===== src/rtl/nvmr_pkg.sv =====
// Shared types for the nonvolatile word reader.
// Assumes nothing beyond IEEE 1800-2017.
package nvmr_pkg;
    typedef enum logic [2:0] {
        ST_IDLE,
        ST_ISSUE,
        ST_POLL,
        ST_CHECK,
        ST_GAP
    } rd_state_t;
endpackage


===== src/rtl/nvmr_bounds.sv =====
// Range check for a requested run of words.
// Assumes offset and count are unsigned and AW bits wide; purely combinational.
module nvmr_bounds #(
    parameter int MEM_WORDS = 256,
    parameter int AW        = 9
) (
    input  logic [AW-1:0] offset,
    input  logic [AW-1:0] count,
    output logic          in_range
);
    localparam int XW = AW + 1;
    localparam logic [XW-1:0] SIZE = XW'(MEM_WORDS);

    logic [XW-1:0] off_x;
    logic [XW-1:0] cnt_x;
    logic [XW-1:0] room;

    // Words remaining after the offset, and the three rejection tests.
    always_comb begin
        off_x    = {1'b0, offset};
        cnt_x    = {1'b0, count};
        room     = (off_x < SIZE) ? (SIZE - off_x) : '0;
        in_range = (off_x < SIZE) && (cnt_x != '0) && (cnt_x <= room);
    end
endmodule


===== src/rtl/nvmr_poll_timer.sv =====
// Counts reads of the current word and times the gap between reads.
// Assumes POLL_GAP >= 1 and MAX_POLLS >= 1.
module nvmr_poll_timer #(
    parameter int POLL_GAP  = 625,
    parameter int MAX_POLLS = 100000
) (
    input  logic clk,
    input  logic rst_n,
    input  logic clear,
    input  logic read_fire,
    input  logic gap_load,
    input  logic gap_run,
    output logic gap_zero,
    output logic last_read
);
    localparam int GW = $clog2(POLL_GAP + 1);
    localparam int PW = $clog2(MAX_POLLS + 1);

    logic [GW-1:0] gap_cnt;
    logic [PW-1:0] reads;

    // Gap counter: loaded after a not-done read, counts down to zero.
    always_ff @(posedge clk) begin
        if (!rst_n)
            gap_cnt <= '0;
        else if (gap_load)
            gap_cnt <= GW'(POLL_GAP - 1);
        else if (gap_run && gap_cnt != '0)
            gap_cnt <= gap_cnt - 1'b1;
    end

    // Read counter: restarts with each command, counts every read.
    always_ff @(posedge clk) begin
        if (!rst_n || clear)
            reads <= '0;
        else if (read_fire)
            reads <= reads + 1'b1;
    end

    assign gap_zero  = (gap_cnt == '0);
    assign last_read = (reads == PW'(MAX_POLLS));

    assert_reads_capped_R8: assert property (@(posedge clk) disable iff (!rst_n)
        reads <= PW'(MAX_POLLS));
endmodule


===== src/rtl/nvmr_regfmt.sv =====
// Builds command words and splits read-back words for the shared register.
// Assumes the address field and data field fit inside REG_W.
module nvmr_regfmt #(
    parameter int REG_W      = 32,
    parameter int AW         = 9,
    parameter int ADDR_SHIFT = 2,
    parameter int DATA_SHIFT = 16,
    parameter int START_BIT  = 0,
    parameter int DONE_BIT   = 1
) (
    input  logic [AW-1:0]    addr,
    input  logic [REG_W-1:0] rd_word,
    output logic [REG_W-1:0] cmd,
    output logic             rd_done,
    output logic [15:0]      rd_data
);
    logic [REG_W-1:0] shifted;

    // Command: address placed in its field, plus the start flag.
    always_comb begin
        cmd = (REG_W'(addr) << ADDR_SHIFT) | (REG_W'(1) << START_BIT);
    end

    // Read-back: done flag and the data field moved down to bit 0.
    always_comb begin
        shifted = rd_word >> DATA_SHIFT;
        rd_data = shifted[15:0];
        rd_done = rd_word[DONE_BIT];
    end
endmodule


===== src/rtl/nvm_word_reader.sv =====
// Sequencer that reads a run of words through a polled command/status register.
// Assumes the register returns read data the cycle after reg_rd_en and that
// the controller keeps the done flag set until the next command is written.
module nvm_word_reader #(
    parameter int MEM_WORDS  = 256,
    parameter int REG_W      = 32,
    parameter int ADDR_SHIFT = 2,
    parameter int DATA_SHIFT = 16,
    parameter int START_BIT  = 0,
    parameter int DONE_BIT   = 1,
    parameter int POLL_GAP   = 625,
    parameter int MAX_POLLS  = 100000,
    localparam int AW        = $clog2(MEM_WORDS) + 1
) (
    input  logic             clk,
    input  logic             rst_n,
    input  logic             start,
    input  logic [AW-1:0]    offset,
    input  logic [AW-1:0]    count,
    output logic             reg_wr_en,
    output logic [REG_W-1:0] reg_wr_data,
    output logic             reg_rd_en,
    input  logic [REG_W-1:0] reg_rd_data,
    output logic             word_valid,
    output logic [15:0]      word_data,
    output logic [AW-1:0]    word_index,
    output logic             done,
    output logic             error
);
    import nvmr_pkg::*;

    rd_state_t     state;
    logic [AW-1:0] base;
    logic [AW-1:0] total;
    logic [AW-1:0] idx;
    logic          in_range;
    logic          gap_zero;
    logic          last_read;
    logic          rd_done;
    logic [15:0]   rd_word16;
    logic [AW-1:0] cur_addr;

    assign cur_addr = base + idx;

    nvmr_bounds #(.MEM_WORDS(MEM_WORDS), .AW(AW)) u_bounds (
        .offset  (offset),
        .count   (count),
        .in_range(in_range)
    );

    nvmr_poll_timer #(.POLL_GAP(POLL_GAP), .MAX_POLLS(MAX_POLLS)) u_timer (
        .clk      (clk),
        .rst_n    (rst_n),
        .clear    (state == ST_ISSUE),
        .read_fire(state == ST_POLL),
        .gap_load (state == ST_CHECK && !rd_done),
        .gap_run  (state == ST_GAP),
        .gap_zero (gap_zero),
        .last_read(last_read)
    );

    nvmr_regfmt #(
        .REG_W(REG_W), .AW(AW), .ADDR_SHIFT(ADDR_SHIFT), .DATA_SHIFT(DATA_SHIFT),
        .START_BIT(START_BIT), .DONE_BIT(DONE_BIT)
    ) u_fmt (
        .addr   (cur_addr),
        .rd_word(reg_rd_data),
        .cmd    (reg_wr_data),
        .rd_done(rd_done),
        .rd_data(rd_word16)
    );

    assign reg_wr_en = (state == ST_ISSUE);
    assign reg_rd_en = (state == ST_POLL);

    // Run sequencer: accept, issue, poll, check, wait, and report.
    always_ff @(posedge clk) begin
        if (!rst_n) begin
            state      <= ST_IDLE;
            base       <= '0;
            total      <= '0;
            idx        <= '0;
            word_valid <= 1'b0;
            word_data  <= '0;
            word_index <= '0;
            done       <= 1'b0;
            error      <= 1'b0;
        end else begin
            word_valid <= 1'b0;
            done       <= 1'b0;
            case (state)
                ST_IDLE: begin
                    if (start) begin
                        if (in_range) begin
                            base  <= offset;
                            total <= count;
                            idx   <= '0;
                            error <= 1'b0;
                            state <= ST_ISSUE;
                        end else begin
                            done  <= 1'b1;
                            error <= 1'b1;
                        end
                    end
                end
                ST_ISSUE: state <= ST_POLL;
                ST_POLL:  state <= ST_CHECK;
                ST_CHECK: begin
                    if (rd_done) begin
                        word_valid <= 1'b1;
                        word_data  <= rd_word16;
                        word_index <= idx;
                        if (idx == total - 1'b1) begin
                            done  <= 1'b1;
                            state <= ST_IDLE;
                        end else begin
                            idx   <= idx + 1'b1;
                            state <= ST_ISSUE;
                        end
                    end else if (last_read) begin
                        done  <= 1'b1;
                        error <= 1'b1;
                        state <= ST_IDLE;
                    end else begin
                        state <= ST_GAP;
                    end
                end
                ST_GAP: if (gap_zero) state <= ST_POLL;
                default: state <= ST_IDLE;
            endcase
        end
    end

    assert_read_follows_write_R3: assert property (@(posedge clk) disable iff (!rst_n)
        reg_wr_en |=> reg_rd_en);
    assert_done_single_R7: assert property (@(posedge clk) disable iff (!rst_n)
        done |=> !done);
    assert_error_rises_with_done_R8: assert property (@(posedge clk) disable iff (!rst_n)
        $rose(error) |-> done);
    assert_quiet_after_done_R8: assert property (@(posedge clk) disable iff (!rst_n)
        done |=> !reg_wr_en && !reg_rd_en);
    assert_index_in_run_R6: assert property (@(posedge clk) disable iff (!rst_n)
        word_valid |-> word_index < total);
    assert_error_held_R10: assert property (@(posedge clk) disable iff (!rst_n)
        (error && !start) |=> error);
endmodule


===== config.mk =====
export PLATFORM = sky130hd
export DESIGN_NAME = nvm_word_reader
export DESIGN_NICKNAME = d
export VERILOG_FILES = /design/src/rtl/nvmr_pkg.sv /design/src/rtl/nvmr_bounds.sv /design/src/rtl/nvmr_poll_timer.sv /design/src/rtl/nvmr_regfmt.sv /design/src/rtl/nvm_word_reader.sv
export SDC_FILE = /design/constraint.sdc
export NUM_CORES = 1
export LEC_CHECK = 0
export ABC_AREA = 1
export BUFFER_PORTS_ARGS = -buffer_cell sky130_fd_sc_hd__buf_2
export CAP_MARGIN = 20
export CORE_MARGIN = 2
export CORE_UTILIZATION = 55
export DETAILED_ROUTE_END_ITERATION = 16
export PLACE_DENSITY = 0.83
export SYNTH_ARGS = -nofsm -noshare
export SYNTH_HDL_FRONTEND = slang
export SYNTH_SLANG_ARGS = --single-unit

===== constraint.sdc =====
create_clock -name clk -period 3.94 [get_ports clk]
set_input_delay 0.394 -clock clk [delete_from_list [all_inputs] [get_ports clk]]
set_output_delay 0.394 -clock clk [all_outputs]
set_load 0.005 [all_outputs]

Word-level counts from Yosys, hierarchy flattened
Cells that the tools add are included.
{"block": "word_totals", "regBits": 85, "latchBits": 0, "ramBits": 0, "rom_bits": 0, "input_bits": 53, "out_inout_bits": 62, "wordCells": 80, "mem_count": 0}
{"block": "classes", "addsub": 6, "mul": 0, "div_mod_pow": 0, "magnitude_cmp": 2, "n_eq_ne": 13, "n_shift": 0, "mux": 26, "bitwise_logic": 1, "n_reduce_logical": 20}
{"operator": "9-bit two-way mux", "count": 4}
{"operator": "10-bit two-way mux", "count": 3}
{"operator": "9-bit one-hot mux with 2 select lines", "count": 1}
{"operator": "17-bit by 1-bit adder with 17-bit output, second input constant", "count": 1}
{"operator": "17-bit == test, second input constant", "count": 1}
{"operator": "3-bit two-way mux", "count": 5}
{"operator": "3-bit one-hot mux with 5 select lines", "count": 1}
{"operator": "2-bit inequality test, second input constant", "count": 7}
{"operator": "9-bit by 10-bit <= comparator with 1-bit output", "count": 1}
{"operator": "10-bit zero test", "count": 1}
{"operator": "1-bit two-way mux", "count": 10}
{"operator": "10-bit nonzero test", "count": 1}
{"operator": "10-bit by 1-bit subtractor with 10-bit output, second input constant", "count": 1}
{"operator": "9-bit by 9-bit subtractor with 10-bit output, first input constant", "count": 1}
{"operator": "9-bit by 1-bit adder with 9-bit output, second input constant", "count": 1}
{"operator": "9-bit adder", "count": 1}
{"operator": "9-bit == test", "count": 1}
{"operator": "9-bit less-than comparator, second input constant", "count": 1}
{"operator": "9-bit nonzero test", "count": 1}
{"operator": "9-bit by 1-bit subtractor with 9-bit output, second input constant", "count": 1}
{"operator": "3-bit by 2-bit == test with 1-bit output, second input constant", "count": 2}
{"operator": "3-bit AND reduction", "count": 2}
{"operator": "5-bit AND reduction", "count": 1}
{"operator": "1-bit logical AND", "count": 4}
{"operator": "11 further kinds", "count": 15}

Longest topological paths before layout
{"block": "logic_depth", "word_depth": 7, "ltp_mapped": 27, "ltp_nobuf": 26}

Cells and area by module
Synthesis repeated with hierarchy kept, for this count alone.
{"block": "hier_totals", "hier_cells": 766, "hier_area_um2": 5267.6}
{"mod": "nvm_word_reader", "instances": 1, "cells_each": 426, "area_each_um2": 2994.1, "seq_area_each_um2": 1161.1}
{"mod": "nvmr_poll_timer", "instances": 1, "cells_each": 209, "area_each_um2": 1438.9, "seq_area_each_um2": 540.5}
{"mod": "nvmr_bounds", "instances": 1, "cells_each": 80, "area_each_um2": 459.2, "seq_area_each_um2": 0.0}
{"mod": "nvmr_regfmt", "instances": 1, "cells_each": 51, "area_each_um2": 375.4, "seq_area_each_um2": 0.0}

Least setup slack after synthesis
No wires, ideal clock.
{"block": "synth_timing", "path_type": "input to register", "startpoint": "in offset[0]", "endpoint": "reg base[1]", "setup_ps": 132, "arrival_ps": 2754, "t_required_ps": 3808, "slack_ps": 1054, "stages": 25, "n_path_buf": 1, "path_cell_list": "inv_1 > ha_1 > nand2_1 > nor2_1 > nand2_1 > inv_1 > ha_1 > inv_1 > nand2_4 > inv_1 > nand3_1 > ha_1 > nand2_1 > nor2_1 > nand2_1 > nand3_1 > nand2_1 > nand2_1 > nand2_1 > nand2_1 > nand2_2 > nand4_2 > buf_2 > nand2_1 > a21oi_1"}
{"block": "synth_between", "elab_chain_len": 5, "word_cells_on_any_way": 7, "classes_between": "1 x add/sub; 2 x order compare; 1 x mux; 3 x reduce/logical"}
{"item": "from (decl)", "line": "nvm_word_reader.sv:18", "text": "input logic [AW-1:0] offset,"}
{"item": "9-bit by 9-bit subtractor with 10-bit output / 9-bit less-than comparator (equally long branches)", "line": "nvmr_bounds.sv:22, nvmr_bounds.sv:23"}
{"item": "10-bit two-way mux", "line": "nvmr_bounds.sv:22", "text": "room = (off_x < SIZE) ? (SIZE - off_x) : '0;"}
{"item": "9-bit by 10-bit <= comparator with 1-bit output", "line": "nvmr_bounds.sv:23", "text": "in_range = (off_x < SIZE) && (cnt_x != '0) && (cnt_x <= room);"}
{"item": "1-bit logical AND (*)", "line": "nvmr_bounds.sv:23"}
{"item": "3-bit AND reduction (no line) (*)"}
{"item": "to (signal assigned)", "line": "nvm_word_reader.sv:95", "text": "base <= offset;"}
{"item": "to (decl)", "line": "nvm_word_reader.sv:33", "text": "logic [AW-1:0] base;"}
Mark *: on every way between the ends. The rest lies on a longest branch, timed or not.
A chain may end at the register's enable or synchronous reset.

Final worst setup path
{"block": "layout_timing", "startpoint": "in offset[0]", "endpoint": "reg base[6]"}
Same word-level chain as after synthesis.

==> out/metrics.csv <==
metric;value;unit
result of the run;finished, final reports clean;
distinct cell type count of the synthesized netlist;39;
Die Wd;99.91;µm
Sum Neg Setup Slack;0;ps
Power Density;334.9;nW/µm²
type of the worst setup path;in2reg;
Cell Rows;34;
switching power share of the total;0.3078;
Inserted Clock Buffers;9;
part of the power in registers;0.489;
Area Growth Syn to Fin;10.86;%
top area cells in the synthesized netlist;sky130_fd_sc_hd__dfxtp_1 (34%), sky130_fd_sc_hd__nand2_1 (12%), sky130_fd_sc_hd__a21oi_1 (7.5%);
antenna diode count;0;
Stages on worst setup path;25;
routability congestion estimate;0.9395;
Internal Dissipation;0.001300;W
register bit total from synthesis;85;
cell type group with the largest total delay on the critical path;simple AND/OR/NAND/NOR gates;
total number of H-tree levels;3;
total routing resource utilization after global routing;0.2483;
time the final worst path needs with I/O delays and setup;3243;ps
unrepaired setup endpoints after global routing;false;
pin count of the biggest net entering global routing;40;
core area;8806;µm²
Chip Height;99.91;µm
antenna-violating nets left;0;
WL final;12010;µm
cell type with the largest total area after synthesis;sky130_fd_sc_hd__dfxtp_1;
area share of the largest cell type after synthesis;0.3364;
maximum fanout along the worst path;19;
TritonCTS clock tree;yes;
average instance area after synthesis;6.754;µm²
overall die area;9981;µm²
half-perimeter wire length after detailed placement;8904;µm
crit start category;input port;
number of primary I/O pins;115;
Post-CTS Hold Buffers;0;
Pre-Repair DR Iteration Count;5;
standby leakage power;2.491;nW
Tightest Pin Transition;888.5;ps
max-slew headroom at the worst pin;0.4062;
required time worst endpoint;4150;ps
final max-slew violation count;0;
average vias per placed instance;5.439;
Post-CTS Resized;0;
clock power share;0.344;
Final Hold Viols;0;
cell count after synthesis;749;
number of design-rule violations left by the first detailed-router iteration;395;
Max Fclk;308.4;MHz
number of stages on the worst hold path;3;
# placed instances;909;
Seq/Total Area, Yosys;0.3364;
Worst path most repeated cell;sky130_fd_sc_hd__nand2_1;
starting density of the core;0.5745;
Logic pwr share;0.168;
number of buffers and inverters on the critical path;5;
number of fill cells in the layout;736;
worst hold slack;286.2;ps
critical path arrival;3460;ps
wire length of the first global-routing pass;20570;µm
Finish-stage setup viols;0;
Final Net Count;890;
final cycle utilization of the critical path;0.8230;
r2r worst-path depth;8;
path type of the worst min-delay path;in2reg;
final standard cell count with taps included and fillers excluded;925;
total number of vias;5031;
slowest CP cell;sky130_fd_sc_hd__nand4_2;
maximum buffer depth of the clock tree;2;
crit-path max cell delay;430;ps
CTS clk-pin slew, worst paths;100;ps
clock latency on the worst-skew pair;370;ps
max-cap viol count;0;
global route total overflow;0;
mapped cell area;5059;µm²
Clk Tree Root Cell;sky130_fd_sc_hd__clkbuf_8;
layout cells sized above 1;0.1408;
number of DRC violations after detailed routing;0;
Post-CTS Setup Bufs;0;
routed length per placed instance;12.98;µm
crit end category;flop;
power spent charging and discharging nets;0.0005781;W
Synth warnings;0;
worst vdd rail ir drop;0.3318;mV
clock sink count;85;
final setup skew;13.36;ps
port buffer count;76;
antenna violations before repair;0;
number of global-route vias before repair;4712;
## cell usage after synthesis, drive strengths merged
master  count
nor3b       2
clkbuf     16
nor3       19
nand2     170
o21a        1
nand3b      2
xor2       13
dfxtp      85
or2         5
conb        2
fa          1
nand3      73
or4         1
inv        87
a21oi      76
nor4        4
o21ai      24
ha         24
a31oi       7
clkinv      1
nand4      14
xnor2       8
nor2       82
buf        32
## final cells by class
cell class / count / area [µm²] / share of cell area
clock buffers: 9 / 123.9 / 0.02209
well taps: 108 / 135.1 / 0.02410
inverters: 88 / 330.3 / 0.05890
clock inverters: 7 / 85.08 / 0.01517
repair buffers: 79 / 402.9 / 0.07184
multi-input cells: 549 / 2829 / 0.5045
flip-flops and latches: 85 / 1702 / 0.3034
## worst min-delay path: stages
cell and delay, ps:
sky130_fd_sc_hd__buf_2 90, sky130_fd_sc_hd__nand3_1 70, sky130_fd_sc_hd__a21oi_1 60
## cells in the final DEF (no fill, tap or decap), types with 3 or more instances in the layout
cell	n
sky130_fd_sc_hd__buf_2	76
sky130_fd_sc_hd__nand3_1	73
sky130_fd_sc_hd__nor4_1	4
sky130_fd_sc_hd__a31oi_1	6
sky130_fd_sc_hd__inv_1	85
sky130_fd_sc_hd__ha_1	24
sky130_fd_sc_hd__xor2_1	13
sky130_fd_sc_hd__xnor2_1	8
sky130_fd_sc_hd__nor3_2	3
sky130_fd_sc_hd__nor3_1	15
sky130_fd_sc_hd__conb_1	23
sky130_fd_sc_hd__a21oi_1	76
sky130_fd_sc_hd__clkbuf_8	9
sky130_fd_sc_hd__nand4_1	13
sky130_fd_sc_hd__buf_4	3
sky130_fd_sc_hd__nor2_1	79
sky130_fd_sc_hd__or2_2	4
sky130_fd_sc_hd__dfxtp_1	85
sky130_fd_sc_hd__nand2_1	166
sky130_fd_sc_hd__o21ai_0	24
## power groups by stage
stage / clock network (W) / registers [W] / logic [W]
6_report: 0.000646 / 0.000918 / 0.000315
5_1_grt: 0.000689 / 0.000921 / 0.000358
4_1_cts: 0.000651 / 0.000916 / 0.000311
3_5_place_dp: 0 / 0.000936 / 0.000309
3_3_place_gp: 0 / 0.000935 / 0.000293
2_1_floorplan: 0 / 0.000920 / 0.000243
## state kept, by name (all words and copies together) (netlist names)
signal           cells
u_timer.reads       17
word_data           16
u_timer.gap_cnt     10
base                 9
idx                  9
total                9
word_index           9
state                3
done                 1
error                1
word_valid           1
## path summary, 6_finish.rpt
kind                                              endpoint                       start  slack [ps]
worst max-delay path                  base[6]$_SDFFE_PN0P_                   offset[0]         700
worst min-delay path             word_data[0]$_SDFFE_PN0P_             reg_rd_data[16]         290
worst max register to register          error$_SDFFE_PN0P_       state[0]$_SDFFE_PN0P_        1620
worst min register to register  word_index[3]$_SDFFE_PN0P_  word_index[3]$_SDFFE_PN0P_         460
## layer usage
layer	vias to the layer above	wire length (µm)	track usage
met4	0	217	0.08114
met5	-	0	0
met1	2305	5124	0.3004
li1	2505	-	-
met3	25	803	0.05153
met2	196	5862	0.4407
## logic make-up after synthesis
family	Yosys count	share of synthesized area
DFF	85	0.3364
AOI/OAI and AO/OA	108	0.1120
buffers and inverters	136	0.1209
xor gates and xnor gates	21	0.03636
other	2	0.001485
adders and majority gates	25	0.06332
and+or+nand+nor	372	0.3295
## through the flow
stage                     power [W]  worst slack, ps  instance area [µm²]    util
final                      0.001878            697.3                 5608  0.6368
after CTS                  0.001878            728.5                 5608  0.6368
after detailed placement   0.001245            362.1                 5399  0.6131
after floorplan            0.001163             1054                 5137       -
after global placement     0.001228            510.2                 5399  0.6131
after global routing       0.001968            416.5                 5608  0.6368
(Power assumes the default switching activity.)
